`src/rtl/extint_pkg.sv`:
```
package extint_pkg;

    localparam int MAX_IN  = 32;
    localparam int SENSE_W = 6;
    localparam int ADDR_W  = 10;
    localparam int DATA_W  = 32;

    localparam logic [ADDR_W-1:0] OFS_REQ   = 10'h000;
    localparam logic [ADDR_W-1:0] OFS_EN    = 10'h004;
    localparam logic [ADDR_W-1:0] OFS_ENSET = 10'h008;
    localparam logic [ADDR_W-1:0] OFS_DET   = 10'h100;
    localparam logic [ADDR_W-1:0] OFS_MON   = 10'h104;
    localparam logic [ADDR_W-1:0] OFS_CFG   = 10'h180;

    typedef enum logic [2:0] {
        SEL_NONE,
        SEL_REQ,
        SEL_EN,
        SEL_ENSET,
        SEL_DET,
        SEL_MON,
        SEL_CFG
    } reg_sel_e;

    typedef struct packed {
        reg_sel_e   sel;
        logic [4:0] idx;
    } reg_hit_t;

    typedef struct packed {
        logic lvl;
        logic prev;
    } pin_smp_t;

    function automatic reg_hit_t decode_addr(input logic [ADDR_W-1:0] a, input int n_in);
        reg_hit_t h;
        h.idx = a[6:2];
        h.sel = SEL_NONE;
        if (a[ADDR_W-1:7] == OFS_CFG[ADDR_W-1:7]) begin
            if (a[1:0] == 2'b00 && int'(a[6:2]) < n_in) h.sel = SEL_CFG;
        end else begin
            case (a)
                OFS_REQ:   h.sel = SEL_REQ;
                OFS_EN:    h.sel = SEL_EN;
                OFS_ENSET: h.sel = SEL_ENSET;
                OFS_DET:   h.sel = SEL_DET;
                OFS_MON:   h.sel = SEL_MON;
                default:   h.sel = SEL_NONE;
            endcase
        end
        return h;
    endfunction

    // sense bits: [0] low level, [1] high level, [2] falling, [3] rising
    function automatic logic sense_hit(input logic [3:0] s, input pin_smp_t p);
        return (s[0] & ~p.lvl) | (s[1] & p.lvl) |
               (s[2] & ~p.lvl & p.prev) | (s[3] & p.lvl & ~p.prev);
    endfunction

endpackage

```
`src/rtl/extint_sync.sv`:
```
module extint_sync
    import extint_pkg::*;
#(
    parameter int NUM_IN = 4
) (
    input  logic                  clk,
    input  logic                  rst,
    input  logic [NUM_IN-1:0]     pins_i,
    output pin_smp_t [NUM_IN-1:0] smp_o
);
    localparam int DEPTH = 3; // two sync stages plus one history stage

    for (genvar n = 0; n < NUM_IN; n++) begin : g_pin
        logic [DEPTH-1:0] shift_q;
        always_ff @(posedge clk) begin
            if (rst) shift_q <= '0;
            else     shift_q <= {shift_q[DEPTH-2:0], pins_i[n]};
        end
        assign smp_o[n].lvl  = shift_q[1];
        assign smp_o[n].prev = shift_q[2];
    end
endmodule

```
`src/rtl/extint_detect.sv`:
```
module extint_detect
    import extint_pkg::*;
#(
    parameter int NUM_IN = 4
) (
    input  logic                      clk,
    input  logic                      rst,
    input  pin_smp_t [NUM_IN-1:0]     smp_i,
    input  logic [NUM_IN*SENSE_W-1:0] cfg_i,
    input  logic [NUM_IN-1:0]         clr_i,
    output logic [NUM_IN-1:0]         det_o
);
    logic [NUM_IN-1:0] hit;

    for (genvar n = 0; n < NUM_IN; n++) begin : g_hit
        assign hit[n] = sense_hit(cfg_i[n*SENSE_W +: 4], smp_i[n]);
    end

    // a new hit outranks a clear in the same cycle
    always_ff @(posedge clk) begin
        if (rst) det_o <= '0;
        else     det_o <= (det_o & ~clr_i) | hit;
    end
endmodule

```
`src/rtl/extint_regfile.sv`:
```
module extint_regfile
    import extint_pkg::*;
#(
    parameter int NUM_IN = 4
) (
    input  logic                      clk,
    input  logic                      rst,
    input  logic                      bus_we,
    input  logic [ADDR_W-1:0]         bus_addr,
    input  logic [DATA_W-1:0]         bus_wdata,
    output logic [DATA_W-1:0]         bus_rdata,
    input  logic [NUM_IN-1:0]         det_i,
    input  logic [NUM_IN-1:0]         lvl_i,
    output logic [NUM_IN*SENSE_W-1:0] cfg_o,
    output logic [NUM_IN-1:0]         en_o,
    output logic [NUM_IN-1:0]         clr_o
);
    reg_hit_t hit;
    logic [NUM_IN-1:0] wmask;

    assign hit   = decode_addr(bus_addr, NUM_IN);
    assign wmask = bus_wdata[NUM_IN-1:0];
    assign clr_o = (bus_we && hit.sel == SEL_DET) ? wmask : '0;

    always_ff @(posedge clk) begin
        if (rst) begin
            en_o <= '0;
        end else if (bus_we) begin
            if (hit.sel == SEL_ENSET) en_o <= en_o | wmask;
            else if (hit.sel == SEL_EN) en_o <= en_o & ~wmask;
        end
    end

    for (genvar n = 0; n < NUM_IN; n++) begin : g_cfg
        always_ff @(posedge clk) begin
            if (rst) cfg_o[n*SENSE_W +: SENSE_W] <= '0;
            else if (bus_we && hit.sel == SEL_CFG && int'(hit.idx) == n)
                cfg_o[n*SENSE_W +: SENSE_W] <= bus_wdata[SENSE_W-1:0];
        end
    end

    always_comb begin
        bus_rdata = '0;
        case (hit.sel)
            SEL_REQ: bus_rdata[NUM_IN-1:0] = det_i & en_o;
            SEL_EN:  bus_rdata[NUM_IN-1:0] = en_o;
            SEL_DET: bus_rdata[NUM_IN-1:0] = det_i;
            SEL_MON: bus_rdata[NUM_IN-1:0] = lvl_i;
            SEL_CFG: bus_rdata[SENSE_W-1:0] = cfg_o[int'(hit.idx)*SENSE_W +: SENSE_W];
            default: bus_rdata = '0;
        endcase
    end
endmodule

```
`src/rtl/extint_sense_ctrl.sv`:
```
module extint_sense_ctrl
    import extint_pkg::*;
#(
    parameter int NUM_IN = 4
) (
    input  logic              clk,
    input  logic              rst,
    input  logic              bus_we,
    input  logic [9:0]        bus_addr,
    input  logic [31:0]       bus_wdata,
    output logic [31:0]       bus_rdata,
    input  logic [NUM_IN-1:0] pins_i,
    output logic [NUM_IN-1:0] irq_o
);
    pin_smp_t [NUM_IN-1:0]     smp;
    logic [NUM_IN-1:0]         lvl_vec;
    logic [NUM_IN-1:0]         det_q;
    logic [NUM_IN-1:0]         en_q;
    logic [NUM_IN-1:0]         clr_mask;
    logic [NUM_IN*SENSE_W-1:0] cfg_flat;

    extint_sync #(.NUM_IN(NUM_IN)) sync_i (
        .clk(clk), .rst(rst), .pins_i(pins_i), .smp_o(smp)
    );

    for (genvar n = 0; n < NUM_IN; n++) begin : g_lvl
        assign lvl_vec[n] = smp[n].lvl;
    end

    extint_detect #(.NUM_IN(NUM_IN)) det_i (
        .clk(clk), .rst(rst), .smp_i(smp), .cfg_i(cfg_flat),
        .clr_i(clr_mask), .det_o(det_q)
    );

    extint_regfile #(.NUM_IN(NUM_IN)) regs_i (
        .clk(clk), .rst(rst), .bus_we(bus_we), .bus_addr(bus_addr),
        .bus_wdata(bus_wdata), .bus_rdata(bus_rdata), .det_i(det_q),
        .lvl_i(lvl_vec), .cfg_o(cfg_flat), .en_o(en_q), .clr_o(clr_mask)
    );

    assign irq_o = det_q & en_q;
endmodule

```
`config.mk`:
```
export PLATFORM = sky130hd
export DESIGN_NAME = extint_sense_ctrl
export DESIGN_NICKNAME = d
export VERILOG_FILES = /design/src/rtl/extint_pkg.sv /design/src/rtl/extint_sync.sv /design/src/rtl/extint_detect.sv /design/src/rtl/extint_regfile.sv /design/src/rtl/extint_sense_ctrl.sv
export SDC_FILE = /design/constraint.sdc
export NUM_CORES = 1
export LEC_CHECK = 0
export ABC_CLOCK_PERIOD_IN_PS = 3300
export BUFFER_PORTS_ARGS = -buffer_cell sky130_fd_sc_hd__buf_4
export CAP_MARGIN = 20
export CORE_UTILIZATION = 29
export DETAILED_ROUTE_END_ITERATION = 8
export PLACE_DENSITY = 0.5
export SLEW_MARGIN = 20
export SYNTH_ARGS = -nofsm -noshare
export SYNTH_HDL_FRONTEND = slang
export SYNTH_SLANG_ARGS = --single-unit
export TNS_END_PERCENT = 5
```
`constraint.sdc`:
```
create_clock -name clk -period 3.3 [get_ports clk]
set_input_delay 0.165 -clock clk [delete_from_list [all_inputs] [get_ports clk]]
set_output_delay 0.165 -clock clk [all_outputs]
set_load 0.01 [all_outputs]
```
-- Word level (Yosys, flattened, before mapping)
Index checks and enable logic that the tools add are counted.
- output and inout bits: 36
- word-level logic and storage cells: 98
- register bits: 44
- multiply operators: 1
- multiplexer cells: 8
- bitwise operators: 51
- reductions and logical operators: 12
- equal/unequal tests: 14
- $lt $le $gt $ge: 1
- shifts and indexed selects: 1
- operator list (cell ; count):
    $shiftx A24 B32 Y6 ; 1
    $and A1 B1 Y1 ; 24
    $eq A10 B9 Y1 const B ; 2
    $pmux W4 S5 ; 1
    $pmux W3 S5 ; 1
    $and A4 B4 Y4 ; 3
    $mux W4 ; 3
    $or A1 B1 Y1 ; 12
    $eq A10 B3 Y1 const B ; 1
    $eq A10 B4 Y1 const B ; 1
    $eq A5 B3 Y1 const B ; 2
    $logic_not A10 Y1 ; 1
    $eq A3 B2 Y1 const B ; 3
    $eq A3 B3 Y1 const B ; 3
    $not A1 Y1 ; 8
    $not A4 Y4 ; 2
    $or A4 B4 Y4 ; 2
    $logic_and A1 B1 Y1 ; 7
    $mul A5 B2 Y7 const B ; 1
    $mux W3 ; 2
    $eq A5 B2 Y1 const B ; 1
    $logic_not A5 Y1 ; 1
    $lt A5 B3 Y1 const B ; 1
    $eq A3 B1 Y1 const B ; 1
    4 further kinds ; 4

-- Logic depth before layout (Yosys ltp)
- depth in word-level cells: 10
- mapped depth: 6
- gate-level depth less buffers: 3

-- Modules after synthesis
Synthesis repeated with hierarchy kept, for this count alone.
- cell total of the unflattened synthesis: 248
- area, all modules: 2406.1 sq um
- by module, submodules not included (module ; times used ; area an instance (sq um) ; cells an instance):
    extint_regfile ; 1 ; 1704.1 ; 183
    extint_sync ; 1 ; 426.7 ; 33
    extint_detect ; 1 ; 250.2 ; 28
    extint_sense_ctrl ; 1 ; 25.0 ; 4

-- Worst setup path after synthesis
Ideal clock, no wire load.
- path kind: input to output
- start point: input bus_addr[5]
- end point: output bus_rdata[1]
- arrival: 1.477 ns
- cell stages on the path: 4
- path slack: 1.658 ns
- buffers on the path: 1
- data required time: 3.135 ns
- path through: or4_4 buf_6 or4_1 o211ai_1
- longest elaborated chain between the ends: 6
- ends and longest elaborated chain (what ; RTL line ; RTL):
    from (decl) ; extint_sense_ctrl.sv:9 ; input logic [9:0] bus_addr,
    parallel branches: the longest is 5 deep, another holds $mul A5 B2 Y7 ; - ;
    $pmux W4 S5 * ; extint_regfile.sv:44 ; case (hit.sel)
    to (decl) ; extint_sense_ctrl.sv:11 ; output logic [31:0] bus_rdata,
Every way passes the cells marked *.

-- Worst setup path after layout
Same ends and word-level chain as after synthesis.

==> results.py <==
metrics = {
    "logic_synthesis": {
        "synth_edf_count": 0,
        "synth_ff_type": "dfxtp_1",
        "synthAdderAreaFrac": 0,
        "yosys.area.top_type": "dfxtp_1",
        "post-synth-top-count-cell": "dfxtp_1",
        "async_flop_share": 0,
        "yosys_warnings": 0,
        "muxShareOfSynthArea": 0.166,
        "ys_ff_latch": 44,
        "netlist_area_um2": 2470,
        "synth_common_cells": "dfxtp_1 (44), nand2b_1 (38), mux2i_1 (32)",
        "synthCells": 257,
        "synth_top_family_by_area": "simple AND/OR/NAND/NOR gates",
        "yosysUniqueCellTypes": 41,
        "synth_compound_area_frac": 0.0861,
        "yosys-top-cells-area": "dfxtp_1 (36%), mux2i_1 (13%), nand2b_1 (9.6%), buf_4 (7.9%), nor2b_1 (4.1%)",
        "ys_seq_area_frac": 0.357,
        "netlist.area_leader.share": 0.357,
        "synth_xor_area_frac": 0.00355,
        "synth_area_per_cell_um2": 9.61,
        "synthSimpleGateAreaFrac": 0.265,
    },
    "timing": {
        "finalHoldViolations": 0,
        "finalSetupTns_ns": 0,
        "fin_crit_ns": 1.92,
        "clock_skew_ns": 0.0118,
        "slew_violations": 0,
        "tightest_slew_ns": 0.584,
        "fin_crit_sh": 0.582,
        "rsz0062_at_grt": "no",
        "setup_viol": 0,
        "slew_headroom": 0.609,
        "max_freq_mhz": 520,
    },
    "global_routing": {
        "antenna_found_initial": 0,
        "grtUsageTotal": 0.137,
        "grt_max_degree": 52,
        "grt_overflow_total": 0,
        "grt_pass1_vias": 1732,
        "grt_pass1_wl_um": 9160,
    },
    "drt": {
        "drt-met1-wl_um": 2720,
        "drtIter0Drc": 55,
        "wl_met2_um": 2670,
        "wl_um": 5720,
        "wl_met3_um": 239,
        "route.vias.total": 1836,
        "ant_nets": 0,
        "top_layer_used": "met4",
        "wl_per_cell_um": 14.8,
        "first_pass_iters": 4,
        "drt-vias-per-instance": 4.77,
        "drc": 0,
    },
    "power": {
        "sw_frac_of_total": 0.270,
        "vdd_ir_drop_max_mv": 0.143,
        "p_per_area_nw_per_um2": 365,
        "intPower_w": 0.000734,
        "p_switching_w": 0.000272,
        "p_leak_nw": 1.21,
        "comb_power_share": 0.107,
        "seq_power_share": 0.542,
        "p_clk_frac": 0.351,
    },
    "cts": {
        "cts-resized-gates": 0,
        "cts_buffers": 5,
        "post_cts_buffers": 0,
        "path_clk_slew_ns": 0.10,
        "h-tree-depth": 2,
        "hold_buffers": 0,
        "clock_path_buffers": 2,
        "insertion_delay_ns": 0.31,
        "cts_tree": "done",
        "cts_sinks": 44,
        "cts_root_buf": "clkbuf_8",
    },
    "cells_and_area": {
        "drive_gt1_frac": 0.189,
        "nNetsFinal": 328,
        "fillers": 863,
        "instances_no_fill": 385,
        "fin_area_um2": 2760,
        "final_core_util": 0.335,
        "syn_to_final_growth_pct": 11.6,
        "diodes": 0,
    },
    "die": {
        "initial_utilization": 0.301,
        "io_pins": 85,
        "core_area_um2": 8220,
        "rows": 33,
        "dieArea_um2": 8890,
        "die_height_um": 94.3,
        "die_x_um": 94.3,
    },
    "critical_path": {
        "reg2reg_setup_slack_ns": 2.26,
        "cp.required_ns": 3.13,
        "endpoint_kind": "output port",
        "worstPathArrival_ns": 1.76,
        "cp-start-kind": "input port",
        "crit_type": "in2out",
        "critPathMaxFanout": 10,
    },
    "placement": {
        "gp_congestion": 0.726,
        "placed_area_um2": 2670,
        "placed_cells": 377,
        "port_buffers": 32,
        "dp_hpwl_um": 4030,
    },
    "hold_path": {
        "hp-class": "in2reg",
    },
    "run_status": {
        "status": "completed",
    },
    "run": {
        "maxCapViolCount": 0,
    },
}
critical path: stages:
cell      delay [ns]
buf_4           0.12
or4_4           0.61
or4_1           0.56
o211ai_1        0.14
buf_4           0.16
logic make-up (layout without fill, tap and decap cells):
family | count (synthesis) | count (layout)
other | 1 | 26
XOR/XNOR | 1 | 1
AO/OA/AOI/OAI | 29 | 29
multiplexers | 38 | 38
buffers and inverters | 47 | 45
AND/OR/NAND/NOR | 97 | 97
flip-flops | 44 | 44
per-layer routing:
metal	up-vias	global-route usage
met1	877	0.183
met5	-	0
met2	49	0.216
li1	904	-
met4	0	0.0526
met3	6	0.0251
stage by stage:
step           hold slack (ns)  setup WS (ns)  power [W]
2_1_floorplan            0.293           1.66   0.000647
3_3_place_gp             0.375           1.38   0.000664
3_5_place_dp             0.380           1.37   0.000665
4_1_cts                 0.0533           1.37    0.00101
5_1_grt                 0.0588           1.33    0.00105
6_report                0.0592           1.38    0.00101
cell usage in the layout (no fill, tap or decap), drive strengths merged, types with 2 or more instances in the layout:
cell | netlist | final
dfxtp | 44 | 44
nand2b | 38 | 38
buf | 33 | 33
mux2i | 32 | 32
conb | 1 | 26
nor2b | 16 | 16
nand4 | 11 | 11
clkbuf | 10 | 5
and2 | 5 | 5
or4 | 5 | 5
inv | 4 | 5
mux2 | 4 | 4
a22oi | 4 | 4
o22a | 4 | 4
o211ai | 4 | 4
a211o | 4 | 4
o21ai | 4 | 4
o41ai | 4 | 4
a21oi | 4 | 4
nor2 | 3 | 3
or3 | 3 | 3
nand2 | 2 | 2
mux4 | 2 | 2
nor3b | 2 | 2
nand4b | 2 | 2
nor4bb | 2 | 2
and4bb | 2 | 2
power by group through the flow:
| stage | clock network, W | logic (W) | registers, W |
|---|---|---|---|
| after floorplan | 0 | 0.0000917 | 0.000555 |
| after global placement | 0 | 0.000107 | 0.000557 |
| after detailed placement | 0 | 0.000108 | 0.000557 |
| after CTS | 0.000362 | 0.000108 | 0.000545 |
| after global routing | 0.000388 | 0.000120 | 0.000546 |
| final | 0.000353 | 0.000108 | 0.000545 |
cell type report:
class	instances	area (um2)	area share
Multi-Input combinational cell	191	1390	0.505
Tap cell	105	131	0.0477
Inverter	4	15.0	0.00545
Sequential cell	44	881	0.320
Clock buffer	5	68.8	0.0250
Timing Repair Buffer	33	248	0.0899
Clock inverter	3	21.3	0.00772
sequential cells by signal (all words and copies together) (netlist names), named ones only:
name and count:
sync_i.g_pin.shift_q 12, det_i.det_o 4, regs_i.cfg_o 24
final timing paths:
kind                                                 start                    endpoint  cells past startpoint
worst max-delay path                           bus_addr[5]                bus_rdata[1]                      5
worst min-delay path                             pins_i[1]  sync_i.g_pin[1].shift_q[0]                      2
worst max register to register  sync_i.g_pin[0].shift_q[1]              det_i.det_o[0]                      3
worst min register to register  sync_i.g_pin[3].shift_q[0]  sync_i.g_pin[3].shift_q[1]                      1
No activity file was read; power rests on OpenSTA's default activity.
